### src/rtl/svol_pkg.sv
package svol_pkg;

  localparam int COEF_W     = 16;
  localparam int COEF_FRAC  = 15;
  localparam int COEF_UNITY = 32768;
  localparam int STEP_MUL   = 61870;

  typedef enum logic [1:0] {
    SQ_OFF  = 2'd0,
    SQ_RUN  = 2'd1,
    SQ_FXDN = 2'd2,
    SQ_PWDN = 2'd3
  } sq_state_t;

  // linear gain for a level code: unity scaled by the 0.5 dB ratio idx times
  function automatic logic [COEF_W-1:0] coef_of(input int idx);
    longint acc;
    acc = longint'(COEF_UNITY);
    for (int k = 0; k < idx; k++) begin
      acc = (acc * longint'(STEP_MUL) + 64'sd32768) >>> 16;
    end
    return acc[COEF_W-1:0];
  endfunction

endpackage

### src/rtl/svol_step_gen.sv
module svol_step_gen #(
  parameter int FAST_N = 20,
  parameter int SLOW_N = 40
) (
  input  logic clk,
  input  logic rst_n,
  input  logic tick,
  input  logic slow,
  input  logic busy,
  output logic step_go
);
  localparam int CNT_W = $clog2(SLOW_N + 1);

  logic [CNT_W-1:0] cnt;
  logic [CNT_W-1:0] lim;

  assign lim     = slow ? CNT_W'(SLOW_N - 1) : CNT_W'(FAST_N - 1);
  assign step_go = busy && tick && (cnt >= lim);

  always_ff @(posedge clk) begin
    if (!rst_n) begin
      cnt <= '0;
    end else if (!busy || step_go) begin
      cnt <= '0;
    end else if (tick) begin
      cnt <= cnt + 1'b1;
    end
  end
endmodule

### src/rtl/svol_chan_ramp.sv
module svol_chan_ramp #(
  parameter int LVL_W = 7
) (
  input  logic           clk,
  input  logic           rst_n,
  input  logic           step_go,
  input  logic [LVL_W:0] goal,
  output logic [LVL_W:0] lvl,
  output logic           at_goal
);
  localparam logic [LVL_W:0] MUTE = (LVL_W + 1)'(2 ** LVL_W);

  assign at_goal = (lvl == goal);

  always_ff @(posedge clk) begin
    if (!rst_n) begin
      lvl <= MUTE;
    end else if (step_go && !at_goal) begin
      if (lvl < goal) lvl <= lvl + 1'b1;
      else            lvl <= lvl - 1'b1;
    end
  end
endmodule

### src/rtl/svol_seq.sv
module svol_seq
  import svol_pkg::*;
(
  input  logic       clk,
  input  logic       rst_n,
  input  logic       pwr_req,
  input  logic [1:0] fx_req,
  input  logic       all_muted,
  output sq_state_t  st,
  output logic [1:0] fx_out,
  output logic       pwr_en,
  output logic       hold_mute,
  output logic       fx_hold
);
  always_ff @(posedge clk) begin
    if (!rst_n) begin
      st     <= SQ_OFF;
      fx_out <= 2'b00;
    end else begin
      unique case (st)
        SQ_OFF: begin
          fx_out <= fx_req;
          if (pwr_req) st <= SQ_RUN;
        end
        SQ_RUN: begin
          if (!pwr_req)             st <= SQ_PWDN;
          else if (fx_req != fx_out) st <= SQ_FXDN;
        end
        SQ_FXDN: begin
          if (!pwr_req) begin
            st <= SQ_PWDN;
          end else if (all_muted) begin
            fx_out <= fx_req;
            st     <= SQ_RUN;
          end
        end
        SQ_PWDN: begin
          if (all_muted) st <= SQ_OFF;
        end
        default: st <= SQ_OFF;
      endcase
    end
  end

  assign pwr_en    = (st != SQ_OFF);
  assign hold_mute = (st != SQ_RUN);
  assign fx_hold   = (st == SQ_FXDN) || (st == SQ_PWDN);
endmodule

### src/rtl/svol_gain.sv
module svol_gain
  import svol_pkg::*;
#(
  parameter int DATA_W = 20,
  parameter int LVL_W  = 7,
  parameter int NCH    = 2
) (
  input  logic                          clk,
  input  logic                          rst_n,
  input  logic                          in_valid,
  input  logic [NCH-1:0][DATA_W-1:0]    in_smp,
  input  logic [NCH-1:0][LVL_W:0]       lvl,
  output logic                          out_valid,
  output logic [NCH-1:0][DATA_W-1:0]    out_smp
);
  localparam int NLVL = 2 ** LVL_W;
  localparam int PW   = DATA_W + COEF_W + 1;

  localparam logic signed [PW-1:0] HALF = PW'(64'sd1 <<< (COEF_FRAC - 1));
  localparam logic signed [PW-1:0] MAXV = PW'((64'sd1 <<< (DATA_W - 1)) - 1);
  localparam logic signed [PW-1:0] MINV = -PW'(64'sd1 <<< (DATA_W - 1));

  function automatic logic [DATA_W-1:0] scale_sat(input logic [DATA_W-1:0] x,
                                                   input logic [COEF_W-1:0] c);
    logic signed [PW-1:0] p;
    logic signed [PW-1:0] r;
    p = PW'($signed(x)) * $signed({1'b0, c});
    r = (p + HALF) >>> COEF_FRAC;
    if (r > MAXV)      r = MAXV;
    else if (r < MINV) r = MINV;
    return r[DATA_W-1:0];
  endfunction

  logic [COEF_W-1:0] coef_tab [NLVL];

  for (genvar g = 0; g < NLVL; g++) begin : g_coef
    assign coef_tab[g] = coef_of(g);
  end

  for (genvar ch = 0; ch < NCH; ch++) begin : g_ch
    logic              muted;
    logic [COEF_W-1:0] coef;
    assign muted = lvl[ch][LVL_W];
    assign coef  = coef_tab[lvl[ch][LVL_W-1:0]];

    always_ff @(posedge clk) begin
      if (!rst_n) begin
        out_smp[ch] <= '0;
      end else if (in_valid) begin
        out_smp[ch] <= muted ? '0 : scale_sat(in_smp[ch], coef);
      end
    end
  end

  always_ff @(posedge clk) begin
    if (!rst_n) out_valid <= 1'b0;
    else        out_valid <= in_valid;
  end
endmodule

### src/rtl/svol_ramp_top.sv
module svol_ramp_top
  import svol_pkg::*;
#(
  parameter int DATA_W     = 20,
  parameter int LVL_W      = 7,
  parameter int FAST_TICKS = 20,
  parameter int SLOW_TICKS = 40
) (
  input  logic              clk,
  input  logic              rst_n,
  input  logic              pwr_req,
  input  logic              rate_slow,
  input  logic              tick_us,
  input  logic [LVL_W-1:0]  tgt_l,
  input  logic [LVL_W-1:0]  tgt_r,
  input  logic              mute_l,
  input  logic              mute_r,
  input  logic [1:0]        fx_req,
  input  logic              in_valid,
  input  logic [DATA_W-1:0] in_l,
  input  logic [DATA_W-1:0] in_r,
  output logic              out_valid,
  output logic [DATA_W-1:0] out_l,
  output logic [DATA_W-1:0] out_r,
  output logic [1:0]        fx_out,
  output logic              pwr_en,
  output logic              done
);
  localparam int NCH = 2;
  localparam logic [LVL_W:0] MUTE = (LVL_W + 1)'(2 ** LVL_W);

  logic [NCH-1:0][LVL_W:0]    goal;
  logic [NCH-1:0][LVL_W:0]    lvl_app;
  logic [NCH-1:0]             at_goal;
  logic [NCH-1:0][DATA_W-1:0] smp_in;
  logic [NCH-1:0][DATA_W-1:0] smp_out;
  logic [NCH-1:0]             mute_req;
  logic [NCH-1:0][LVL_W-1:0]  tgt;

  sq_state_t st;
  logic      hold_mute;
  logic      fx_hold;
  logic      step_go;
  logic      busy;
  logic      all_muted;
  logic [LVL_W:0] lvl_l;
  logic [LVL_W:0] lvl_r;

  assign tgt      = {tgt_r, tgt_l};
  assign mute_req = {mute_r, mute_l};
  assign smp_in   = {in_r, in_l};

  for (genvar ch = 0; ch < NCH; ch++) begin : g_lane
    assign goal[ch] = (hold_mute || mute_req[ch]) ? MUTE : {1'b0, tgt[ch]};

    svol_chan_ramp #(.LVL_W(LVL_W)) ramp_i (
      .clk     (clk),
      .rst_n   (rst_n),
      .step_go (step_go),
      .goal    (goal[ch]),
      .lvl     (lvl_app[ch]),
      .at_goal (at_goal[ch])
    );
  end

  assign busy      = !(&at_goal);
  assign lvl_l     = lvl_app[0];
  assign lvl_r     = lvl_app[1];
  assign all_muted = (lvl_l == MUTE) && (lvl_r == MUTE);

  svol_step_gen #(.FAST_N(FAST_TICKS), .SLOW_N(SLOW_TICKS)) step_i (
    .clk     (clk),
    .rst_n   (rst_n),
    .tick    (tick_us),
    .slow    (rate_slow),
    .busy    (busy),
    .step_go (step_go)
  );

  svol_seq seq_i (
    .clk       (clk),
    .rst_n     (rst_n),
    .pwr_req   (pwr_req),
    .fx_req    (fx_req),
    .all_muted (all_muted),
    .st        (st),
    .fx_out    (fx_out),
    .pwr_en    (pwr_en),
    .hold_mute (hold_mute),
    .fx_hold   (fx_hold)
  );

  svol_gain #(.DATA_W(DATA_W), .LVL_W(LVL_W), .NCH(NCH)) gain_i (
    .clk       (clk),
    .rst_n     (rst_n),
    .in_valid  (in_valid),
    .in_smp    (smp_in),
    .lvl       (lvl_app),
    .out_valid (out_valid),
    .out_smp   (smp_out)
  );

  assign out_l = smp_out[0];
  assign out_r = smp_out[1];
  assign done  = ((st == SQ_RUN) || (st == SQ_OFF)) && !busy;
endmodule

### config.mk
export PLATFORM = sky130hd
export DESIGN_NAME = svol_ramp_top
export DESIGN_NICKNAME = d
export VERILOG_FILES = /design/src/rtl/svol_pkg.sv /design/src/rtl/svol_step_gen.sv /design/src/rtl/svol_chan_ramp.sv /design/src/rtl/svol_seq.sv /design/src/rtl/svol_gain.sv /design/src/rtl/svol_ramp_top.sv
export SDC_FILE = /design/constraint.sdc
export NUM_CORES = 2
export LEC_CHECK = 0
export BUFFER_PORTS_ARGS = -buffer_cell sky130_fd_sc_hd__buf_4
export CORE_MARGIN = 1
export CORE_UTILIZATION = 72
export DETAILED_ROUTE_END_ITERATION = 12
export GPL_TIMING_DRIVEN = 0
export PLACE_DENSITY = 0.95
export SLEW_MARGIN = 20
export SYNTH_ARGS = -nofsm -noshare
export SYNTH_HDL_FRONTEND = slang
export SYNTH_SLANG_ARGS = --single-unit
### constraint.sdc
create_clock -name clk -period 26.4 [get_ports clk]
set_input_delay 1.32 -clock clk [delete_from_list [all_inputs] [get_ports clk]]
set_output_delay 1.32 -clock clk [all_outputs]
set_load 0.02 [all_outputs]
==> run metrics <==
worst hold-check path type reg -> reg; EDFF count, synth 0; top cell type's share of synthesized area 0.403; Lkg Pwr 17.3 nW; CP max FO 13; initial antenna violation count 9; FMAX 0.0818 GHz; Final #Nets just under 5,000; reg-to-reg startpoint g_lane[1].ramp_i.lvl[0]; CP Launch Type flop; clock-pin slew on the worst setup and hold paths approximately 0.07 ns; area leader, netlist fa_1; gr usage total 0.501; Vias/cell around 6.5; hold_buf cts 0; Core ar. 43,400 um^2; CTS buffer count 9; vias a little under 30,000; total gr overflow 0; CTS H-tree lvls 3; ys async rst share 0; fin. max-slew vios 0; Post-DRT Antenna Nets 0; status complete, but fails checks; maximum VDD drop 0.0367 mV; final setup violation count 0; Critical Path Most Common Cell fa_1; Crit. End Element flop; critical path type reg -> reg; hold_sp gain_i.out_smp[3]; dpl hpwl ~84,000 um; CTS tree done; failing checks DRC; drt initial violations approximately 4,300; top cells by area, synth fa_1 (40%), ha_1 (11%), inv_1 (10%); # port buffers ~110; RSZ-0062 raised after global routing no; final critical-path required period approximately 12 ns; fin crit share 0.463; Yosys cell types 85; Rel. slew slack 0.304; post-DR wirelength/cell ~24 um; row cnt 76; Synth Flop Type dfxtp_1; register bit total from synthesis 67; syn avg cell area between 8 and 9 um^2; yosys warns 0; Slew @ Worst Pin about 1.0 ns; Area Overhead vs Synth 5.92%; Clock Latency Late Sink around 0.38 ns; postcts setup bufs 0; largest net degree at the start of global routing 17; Power Total 0.408 mW; chip height ~210 um; vias in the first global route between 30,000 and 40,000; width of the die approximately 210 um; Largest stage delay, worst path between 0.7 and 0.8 ns; 1st-pass router iterations 12; gp weighted congestion about 1.0; Max Cap Viol 0; CTS Buffer Depth 2; layout filler cell count between 2,000 and 3,000; num ports roughly 110; layout cells sized above 1 0.0479; setup_tns 0 ns; Syn Std Cell Area 31,900 um^2; PD cells 12.1 nW/um^2; Die Area about 45,000 um^2; Worst Skew 0.0176 ns; drt total wl between 100,000 and 150,000 um; WP data arrival 12.54 ns; CP max-delay cell fa_1; CTS root buf clkbuf_16; final hold violation count 0; first-pass GRT wire length around 170,000 um; Setup crit start g_lane[1].ramp_i.lvl[0]; Post-Synthesis Cells 3,802; Seq/Total Area, Yosys 0.0420; Initial Util 0.736; post-CTS sizing 0; drt drc 2; Clock Sinks 67; syn nets 4,780; CP Data Required Time 26.71 ns
## kinds of logic after synthesis
logic type	count (synthesis)	synth area share
XOR/XNOR	80	0.0226
multiplexers	28	0.0128
adder cells (fa/ha/maj)	914	0.510
AND/OR/NAND/NOR	1105	0.173
buffers and inverters	1073	0.129
flip-flops	67	0.0420
AO/OA/AOI/OAI	535	0.110
## cell usage after synthesis (34+ instances only)
master      n
dfxtp_1    67
and2_1    327
a21oi_1   167
nor2b_1    76
nor2_1    130
inv_1     871
xnor2_1    49
o21ai_0   103
nor3_1     34
ha_1      272
clkbuf_1  160
a21o_1     41
fa_1      642
a221o_1    43
nand2_1   407
nand3_1    38
## worst paths after layout
check                       end  slack (ns)  cells past startpoint
min           gain_i.out_smp[3]        0.49                      1
max          gain_i.out_smp[22]       14.18                     35
min reg2reg   gain_i.out_smp[3]        0.49                      1
max reg2reg  gain_i.out_smp[22]       14.18                     35
## power breakdown
part	switching (mW)	internal, mW	leakage (nW)	total, mW
Clock	0.0575	0.0833	0.156	0.141
Sequential	0.00100	0.102	0.541	0.103
Combinational	0.103	0.0610	16.6	0.164
## placed cells by master, fill, tap and decap left out, types with 8 or more instances in the layout
master     instances
mux2i_1           15
inv_1            871
a311oi_1          11
buf_2             16
o21ai_1           10
nand4_1           19
clkbuf_16          9
a221o_1           43
or3_1              8
nor3_1            33
o211ai_1          19
a21oi_1          166
o31ai_1           12
buf_4            110
ha_1             272
a21o_1            41
nand2b_1          25
xnor2_1           49
nand2_1          407
and3_1            12
and2_1           327
o21bai_1          16
a31oi_1           18
nand3_1           38
buf_1             14
fa_1             642
o22ai_1           10
xor2_1            30
o21ai_0          103
a211oi_1          18
nor2b_1           76
clkbuf_1         160
mux4_2            10
nor2_1           130
dfxtp_1           67
## metrics by stage
step	hold slack [ns]	util	instances	worst slack [ns]	instance area, um^2
detailed placement	0.480	0.771	4494	14.78	33400
global route	0.505	0.779	4512	13.95	33800
global placement	0.469	0.771	4494	15.00	33400
floorplan	0.487	-	3802	17.14	31900
CTS	0.495	0.779	4510	14.71	33800
finish	0.490	0.779	4517	14.18	33800
## final cells by class
type	count	area [um^2]	area share
multi-input combinational	2662	26500	0.783
inverter	873	3280	0.0970
sequential	67	1340	0.0397
buffer	200	838	0.0248
timing repair buffer	107	803	0.0238
tap	585	732	0.0217
clock buffer	9	225	0.00667
clock inverter	7	103	0.00304
antenna	7	17.5	0.000518
## critical path: cells and delay by family (launching register included)
kind                     cells  cell delay [ns]
buffers and inverters       12             3.51
flip-flops                   1             0.66
AND/OR/NAND/NOR              7             1.82
adder cells (fa/ha/maj)      8             3.96
AO/OA/AOI/OAI                8             2.16
## registers in the layout (all words and copies together), names as in the netlist
name / count
gain_i.out_smp: 40
g_lane.ramp_i.lvl: 16
seq_i.st: 2
seq_i.fx_out: 2
step_i.cnt: 6
gain_i.out_valid: 1
## metal layers
layer  share of wire  GRT usage  up-vias
met5         0.00033    0.00222        -
li1                -          -    11900
met3            0.15      0.245      928
met1            0.32      0.568    13800
met2            0.44      0.741     2550
met4           0.085      0.347        6
No activity file was read; power rests on OpenSTA's default activity.
